## config.mk

```make
export PLATFORM = sky130hd
export DESIGN_NAME = gpio_mmio_port
export DESIGN_NICKNAME = d
export VERILOG_FILES = /design/src/rtl/gpio_port_pkg.sv /design/src/rtl/gpio_bit_order.sv /design/src/rtl/gpio_pin_sync.sv /design/src/rtl/gpio_port_regs.sv /design/src/rtl/gpio_mmio_port.sv
export SDC_FILE = /design/constraint.sdc
export NUM_CORES = 1
export LEC_CHECK = 0
export ABC_AREA = 1
export CORE_MARGIN = 2
export CORE_UTILIZATION = 40
export DETAILED_ROUTE_END_ITERATION = 10
export DONT_BUFFER_PORTS = 1
export SETUP_SLACK_MARGIN = 0.02
export SLEW_MARGIN = 5
export SYNTH_ARGS = -nofsm -noshare
export SYNTH_HDL_FRONTEND = slang
export SYNTH_HIERARCHICAL = 1
export SYNTH_SLANG_ARGS = --single-unit
```

## constraint.sdc

```tcl
create_clock -name clk -period 1.8 [get_ports clk]
set_input_delay 0.27 -clock clk [delete_from_list [all_inputs] [get_ports clk]]
set_output_delay 0.27 -clock clk [all_outputs]
set_load 0.02 [all_outputs]
```

## src/rtl/gpio_port_pkg.sv

```systemverilog
package gpio_port_pkg;
   localparam int ADDR_W = 3;

   typedef enum logic [ADDR_W-1:0] {
      REG_LEVEL = 3'd0,
      REG_SET   = 3'd1,
      REG_CLR   = 3'd2,
      REG_DOUT  = 3'd3,
      REG_DIN   = 3'd4
   } reg_sel_e;

   function automatic bit width_ok(int w);
      return (w == 8) || (w == 16) || (w == 32) || (w == 64);
   endfunction
endpackage

```

## src/rtl/gpio_bit_order.sv

```systemverilog
module gpio_bit_order #(
   parameter int WIDTH  = 32,
   parameter bit MIRROR = 1'b0
) (
   input  logic [WIDTH-1:0] din,
   output logic [WIDTH-1:0] dout
);
   generate
      if (MIRROR) begin : g_mirror
         for (genvar i = 0; i < WIDTH; i++) begin : g_bit
            assign dout[i] = din[WIDTH-1-i];
         end
      end else begin : g_straight
         assign dout = din;
      end
   endgenerate
endmodule

```

## src/rtl/gpio_pin_sync.sv

```systemverilog
module gpio_pin_sync #(
   parameter int WIDTH  = 32,
   parameter int STAGES = 2
) (
   input  logic             clk,
   input  logic             rst_n,
   input  logic [WIDTH-1:0] pin_async,
   output logic [WIDTH-1:0] pin_sync
);
   localparam int LAST = STAGES - 1;

   initial begin : p_chk
      assert (STAGES >= 2) else $error("gpio_pin_sync: STAGES must be at least 2");
   end

   logic [WIDTH-1:0] stage_q [STAGES];

   always_ff @(posedge clk or negedge rst_n) begin
      if (!rst_n) begin
         for (int s = 0; s < STAGES; s++) stage_q[s] <= '0;
      end else begin
         stage_q[0] <= pin_async;
         for (int s = 1; s < STAGES; s++) stage_q[s] <= stage_q[s-1];
      end
   end

   assign pin_sync = stage_q[LAST];
endmodule

```

## src/rtl/gpio_port_regs.sv

```systemverilog
module gpio_port_regs
   import gpio_port_pkg::*;
#(
   parameter int WIDTH = 32
) (
   input  logic              clk,
   input  logic              rst_n,
   input  logic              wr_en,
   input  logic [ADDR_W-1:0] wr_addr,
   input  logic [WIDTH-1:0]  wr_line,
   output logic [WIDTH-1:0]  latch_q,
   output logic [WIDTH-1:0]  dir_q
);
   logic [WIDTH-1:0] latch_d, dir_d;

   always_comb begin
      latch_d = latch_q;
      dir_d   = dir_q;
      if (wr_en) begin
         case (reg_sel_e'(wr_addr))
            REG_LEVEL: latch_d = wr_line;
            REG_SET:   latch_d = latch_q | wr_line;
            REG_CLR:   latch_d = latch_q & ~wr_line;
            REG_DOUT:  dir_d   = wr_line;
            REG_DIN:   dir_d   = ~wr_line;
            default: ;
         endcase
      end
   end

   always_ff @(posedge clk or negedge rst_n) begin
      if (!rst_n) begin
         latch_q <= '0;
         dir_q   <= '0;
      end else begin
         latch_q <= latch_d;
         dir_q   <= dir_d;
      end
   end

   // set lines go high, other lines keep their value
   a_r3_set_lines: assert property (@(posedge clk) disable iff (!rst_n)
      (wr_en && wr_addr == REG_SET) |=>
         ((latch_q & $past(wr_line)) == $past(wr_line)) &&
         (((latch_q ^ $past(latch_q)) & ~$past(wr_line)) == '0));

   // cleared lines go low, other lines keep their value
   a_r4_clr_lines: assert property (@(posedge clk) disable iff (!rst_n)
      (wr_en && wr_addr == REG_CLR) |=>
         ((latch_q & $past(wr_line)) == '0) &&
         (((latch_q ^ $past(latch_q)) & ~$past(wr_line)) == '0));

   // the input-direction write loads the inverse into the shared state
   a_r6_dirin_inverse: assert property (@(posedge clk) disable iff (!rst_n)
      (wr_en && wr_addr == REG_DIN) |=> (dir_q == ~$past(wr_line)));

   // writes to unused offsets are ignored
   a_r8_unused_write: assert property (@(posedge clk) disable iff (!rst_n)
      (wr_en && wr_addr > REG_DIN) |=> ($stable(latch_q) && $stable(dir_q)));
endmodule

```

## src/rtl/gpio_mmio_port.sv

```systemverilog
module gpio_mmio_port
   import gpio_port_pkg::*;
#(
   parameter int WIDTH  = 32,
   parameter bit MIRROR = 1'b0
) (
   input  logic              clk,
   input  logic              rst_n,
   input  logic [ADDR_W-1:0] bus_addr,
   input  logic              bus_wr,
   input  logic [WIDTH-1:0]  bus_wdata,
   input  logic              bus_rd,
   output logic [WIDTH-1:0]  bus_rdata,
   input  logic [WIDTH-1:0]  pin_in,
   output logic [WIDTH-1:0]  pin_out,
   output logic [WIDTH-1:0]  pin_oe
);
   localparam int SYNC_STAGES = 2;

   // legal register widths only
   initial begin : p_width_chk
      assert (width_ok(WIDTH)) else $error("gpio_mmio_port: WIDTH must be 8, 16, 32 or 64");
   end

   logic [WIDTH-1:0] wr_line, latch_q, dir_q, level_sync, rd_line, rd_word;

   gpio_bit_order #(.WIDTH(WIDTH), .MIRROR(MIRROR)) u_wr_order (
      .din(bus_wdata), .dout(wr_line));

   gpio_pin_sync #(.WIDTH(WIDTH), .STAGES(SYNC_STAGES)) u_sync (
      .clk(clk), .rst_n(rst_n), .pin_async(pin_in), .pin_sync(level_sync));

   gpio_port_regs #(.WIDTH(WIDTH)) u_regs (
      .clk(clk), .rst_n(rst_n), .wr_en(bus_wr), .wr_addr(bus_addr),
      .wr_line(wr_line), .latch_q(latch_q), .dir_q(dir_q));

   always_comb begin
      case (reg_sel_e'(bus_addr))
         REG_LEVEL: rd_line = level_sync;
         REG_SET:   rd_line = latch_q;
         REG_DOUT:  rd_line = dir_q;
         REG_DIN:   rd_line = ~dir_q;
         default:   rd_line = '0;
      endcase
   end

   gpio_bit_order #(.WIDTH(WIDTH), .MIRROR(MIRROR)) u_rd_order (
      .din(rd_line), .dout(rd_word));

   always_ff @(posedge clk or negedge rst_n) begin
      if (!rst_n)      bus_rdata <= '0;
      else if (bus_rd) bus_rdata <= rd_word;
   end

   assign pin_out = latch_q;
   assign pin_oe  = dir_q;

   // read data holds between reads
   a_r9_rdata_hold: assert property (@(posedge clk) disable iff (!rst_n)
      !bus_rd |=> $stable(bus_rdata));

   // unused offsets read as zero
   a_r8_unused_read: assert property (@(posedge clk) disable iff (!rst_n)
      (bus_rd && (bus_addr == REG_CLR || bus_addr > REG_DIN)) |=> (bus_rdata == '0));

   // a level write appears on the pins one cycle later
   a_r2_level_write: assert property (@(posedge clk) disable iff (!rst_n)
      (bus_wr && bus_addr == REG_LEVEL) |=> (pin_out == $past(wr_line)));
endmodule

```

==> impl_metrics.tcl <==
set metrics [dict create \
    max_stage_delay_ns 1.14 \
    antenna-diode-count 0 \
    synth_cell_types 18 \
    r2r_slack_ns 0.64 \
    gp_congestion 0.7995 \
    rsz0062_at_grt "no" \
    p_sw_uw 3308 \
    r2r_end "bus_rdata[31]$_DFFE_PN0P_" \
    hp-class "input pin to async pin" \
    yosys_warnings 6 \
    worst-path-buf-inv 1 \
    fin_tns_setup_ns 0 \
    crit_chain "dlygate4sd3_1, mux2_2" \
    fmax_mhz 658.2 \
    pwr-share-comb_pct 12.3 \
    path_class "input pin to register" \
    start_util_pct 40.50 \
    cts_num_sinks 160 \
    wire_per_inst_um 17.46 \
    clk_pin_slew_worst_paths_ns 0.06 \
    grt_start_max_net_pins 161 \
    synthesis.nets 1072 \
    slew_viol_final 0 \
    drt_iter0_markers 323 \
    worstPathArrival_ns 1.83 \
    die_area_sq_mm 0.02144 \
    syn_area_sq_mm 0.008115 \
    status "finished with violations" \
    tritoncts "done" \
    cts_setup_buffers 0 \
    row_count 52 \
    drv_cap 0 \
    swShare_pct 31.55 \
    path_depth 2 \
    grt_pass1_vias 5467 \
    core_sq_mm 0.02004 \
    final.fill_count 1975 \
    fin_nets 992 \
    post-route-period-util_pct 84.40 \
    setup_viol_count_final 0 \
    final_area_sq_mm 0.008615 \
    period_needed_ns 1.519 \
    io_buffers 0 \
    finalWirelength_um 21010 \
    slowest_stage "dlygate4sd3_1" \
    wl_met1_um 9123 \
    final_util_pct 42.99 \
    synth_area_per_cell_sq_um 8.107 \
    ios 167 \
    cp.required_ns 2.11 \
    power_uw 10480 \
    clock_latency_ns 0.44 \
    p_leak_uw 0.004545 \
    drc 0 \
    dr.pass1.iters 5 \
    synth-seq-cells 160 \
    die_h_um 146.4 \
    hold_viol 160 \
    violations "negative hold slack" \
    postPlaceCellArea_sq_mm 0.007632 \
    drive_gt1_share_pct 9.218 \
    antenna_found_initial 0 \
    wl_met2_um 9996 \
    clkPwrFrac_pct 36.6 \
    skew_ns 0.01221 \
    hpwl_um 12560 \
    regToRegStartpoint "u_regs/dir_q[31]$_DFFE_PN0P_" \
    internal_power_uw 7175 \
    met3WireLength_um 1625 \
    ant_nets 0 \
    cp_top_family "buffers and inverters" \
    hold_slack_ns -0.4758 \
    grt_pass1_wl_um 32990 \
    tightest_slew_ns 0.9952 \
    htree_levels 4 \
    cts_made_buffers 17 \
    viasPerCell 4.874 \
    power_density_mw_per_mm2 1217 \
    seq_area_frac_synth_pct 49.34 \
    endpoint_kind "register" \
    max_slew_margin_pct 33.50 \
    grt.total_usage_pct 19.93 \
    crit_fanout 15 \
    vias 5864 \
    fp.dieW_um 146.4 \
    pwr-share-seq_pct 51.1 \
    rr_worst_depth 5 \
    ir_drop_v 0.0006006 \
    routed.top_layer "met4" \
    netlist_instances 1001 \
    area_growth_pct 6.152 \
    clockRootBuffer "clkbuf_16" \
    critPathLaunchType "input pin" \
    clockBufferDepth 2 \
    overflow 0 \
]
-- layout by cell type, fill, tap and decap left out --
cell type      count
nand2_1          388
dfrtp_1          160
nand3_1          128
inv_1             97
dlygate4sd3_1     36
nand4_1           32
mux2_2            30
clkbuf_16         17
buf_4             13
nor2_4             4
bufinv_16          4
clkbuf_1           3
buf_12             3
nand2_2            3
nand3_2            2
mux2_1             2
clkinvlp_4         2
clkinv_4           2
clkbuf_8           2
inv_2              2
nor2_1             1
nor3_4             1
clkinv_2           1
-- through the flow --
stage                     worst slack [ns]  instances
after floorplan                     0.5093       1001
after global placement              0.1859       1136
after detailed placement            0.1075       1136
after CTS                           0.2593       1201
after global routing                0.2301       1203
final                               0.2808       1203
-- cell type report --
class	instances	area, sq um	area share (%)
Clock inverter	9	157.7	1.830
Inverter	99	371.6	4.314
Tap cell	270	337.8	3.922
Timing Repair Buffer	52	518.0	6.013
Clock buffer	22	464.2	5.389
Sequential cell	160	4004	46.48
Multi-Input combinational cell	591	2761	32.06
-- how the worst max path moves through the flow --
stage / end / slack, ns / start
after global routing: bus_rdata[10]$_DFFE_PN0P_ / 0.23 / bus_rd
after floorplan: bus_rdata[30]$_DFFE_PN0P_ / 0.51 / bus_addr[2]
final: bus_rdata[7]$_DFFE_PN0P_ / 0.28 / bus_rd
after CTS: bus_rdata[7]$_DFFE_PN0P_ / 0.26 / bus_rd
after global placement: bus_rdata[16]$_DFFE_PN0P_ / 0.19 / bus_addr[2]
after detailed placement: bus_rdata[25]$_DFFE_PN0P_ / 0.11 / bus_addr[2]
-- flip-flops by register name, indices dropped and copies added, names as in the netlist --
name	flops
u_regs/latch_q	32
bus_rdata	32
u_sync/stage_q	32
u_regs/dir_q	32
u_sync/pin_sync	32
-- layer usage --
| metal | GRT usage, % | vias to the layer above |
|---|---|---|
| met2 | 32.29 | 204 |
| met5 | 0 | - |
| met3 | 6.156 | 16 |
| li1 | - | 2862 |
| met4 | 5.583 | 0 |
| met1 | 25.97 | 2782 |
-- cell usage after synthesis --
master	number	area (sq um)
buf_2	33	165.2
buf_4	99	743.2
buf_6	3	33.78
clkbuf_1	16	60.06
dfrtp_1	160	4004
inv_1	97	364.1
inv_2	2	7.510
mux2_1	2	22.52
mux2_2	30	337.8
nand2_1	388	1456
nand2_2	3	18.77
nand3_1	129	645.6
nand3_2	1	10.01
nand4_1	32	200.2
nor2_1	2	7.510
nor2_2	1	6.260
nor2_4	2	22.52
nor3_2	1	10.01
-- logic make-up after synthesis --
logic type | Yosys count | synth area share [%]
AND/OR/NAND/NOR | 559 | 29.29
buffers and inverters | 250 | 16.93
flip-flops | 160 | 49.34
multiplexers | 32 | 4.440
-- repair_timing --
action | 4_1_cts | 5_1_grt
hold endpoints to repair | 207 | 162
hold buffers | 34 | 2
gates resized for setup | 0 | 0
-- power groups by stage --
stage | Sequential [uW] | Combinational, uW | Clock [uW]
floorplan | 5200 | 1420 | 0
global placement | 5440 | 1160 | 0
detailed placement | 5440 | 1200 | 0
CTS | 5380 | 1280 | 3910
global route | 5450 | 1510 | 4060
finish | 5360 | 1290 | 3830
(Power assumes the default switching activity.)
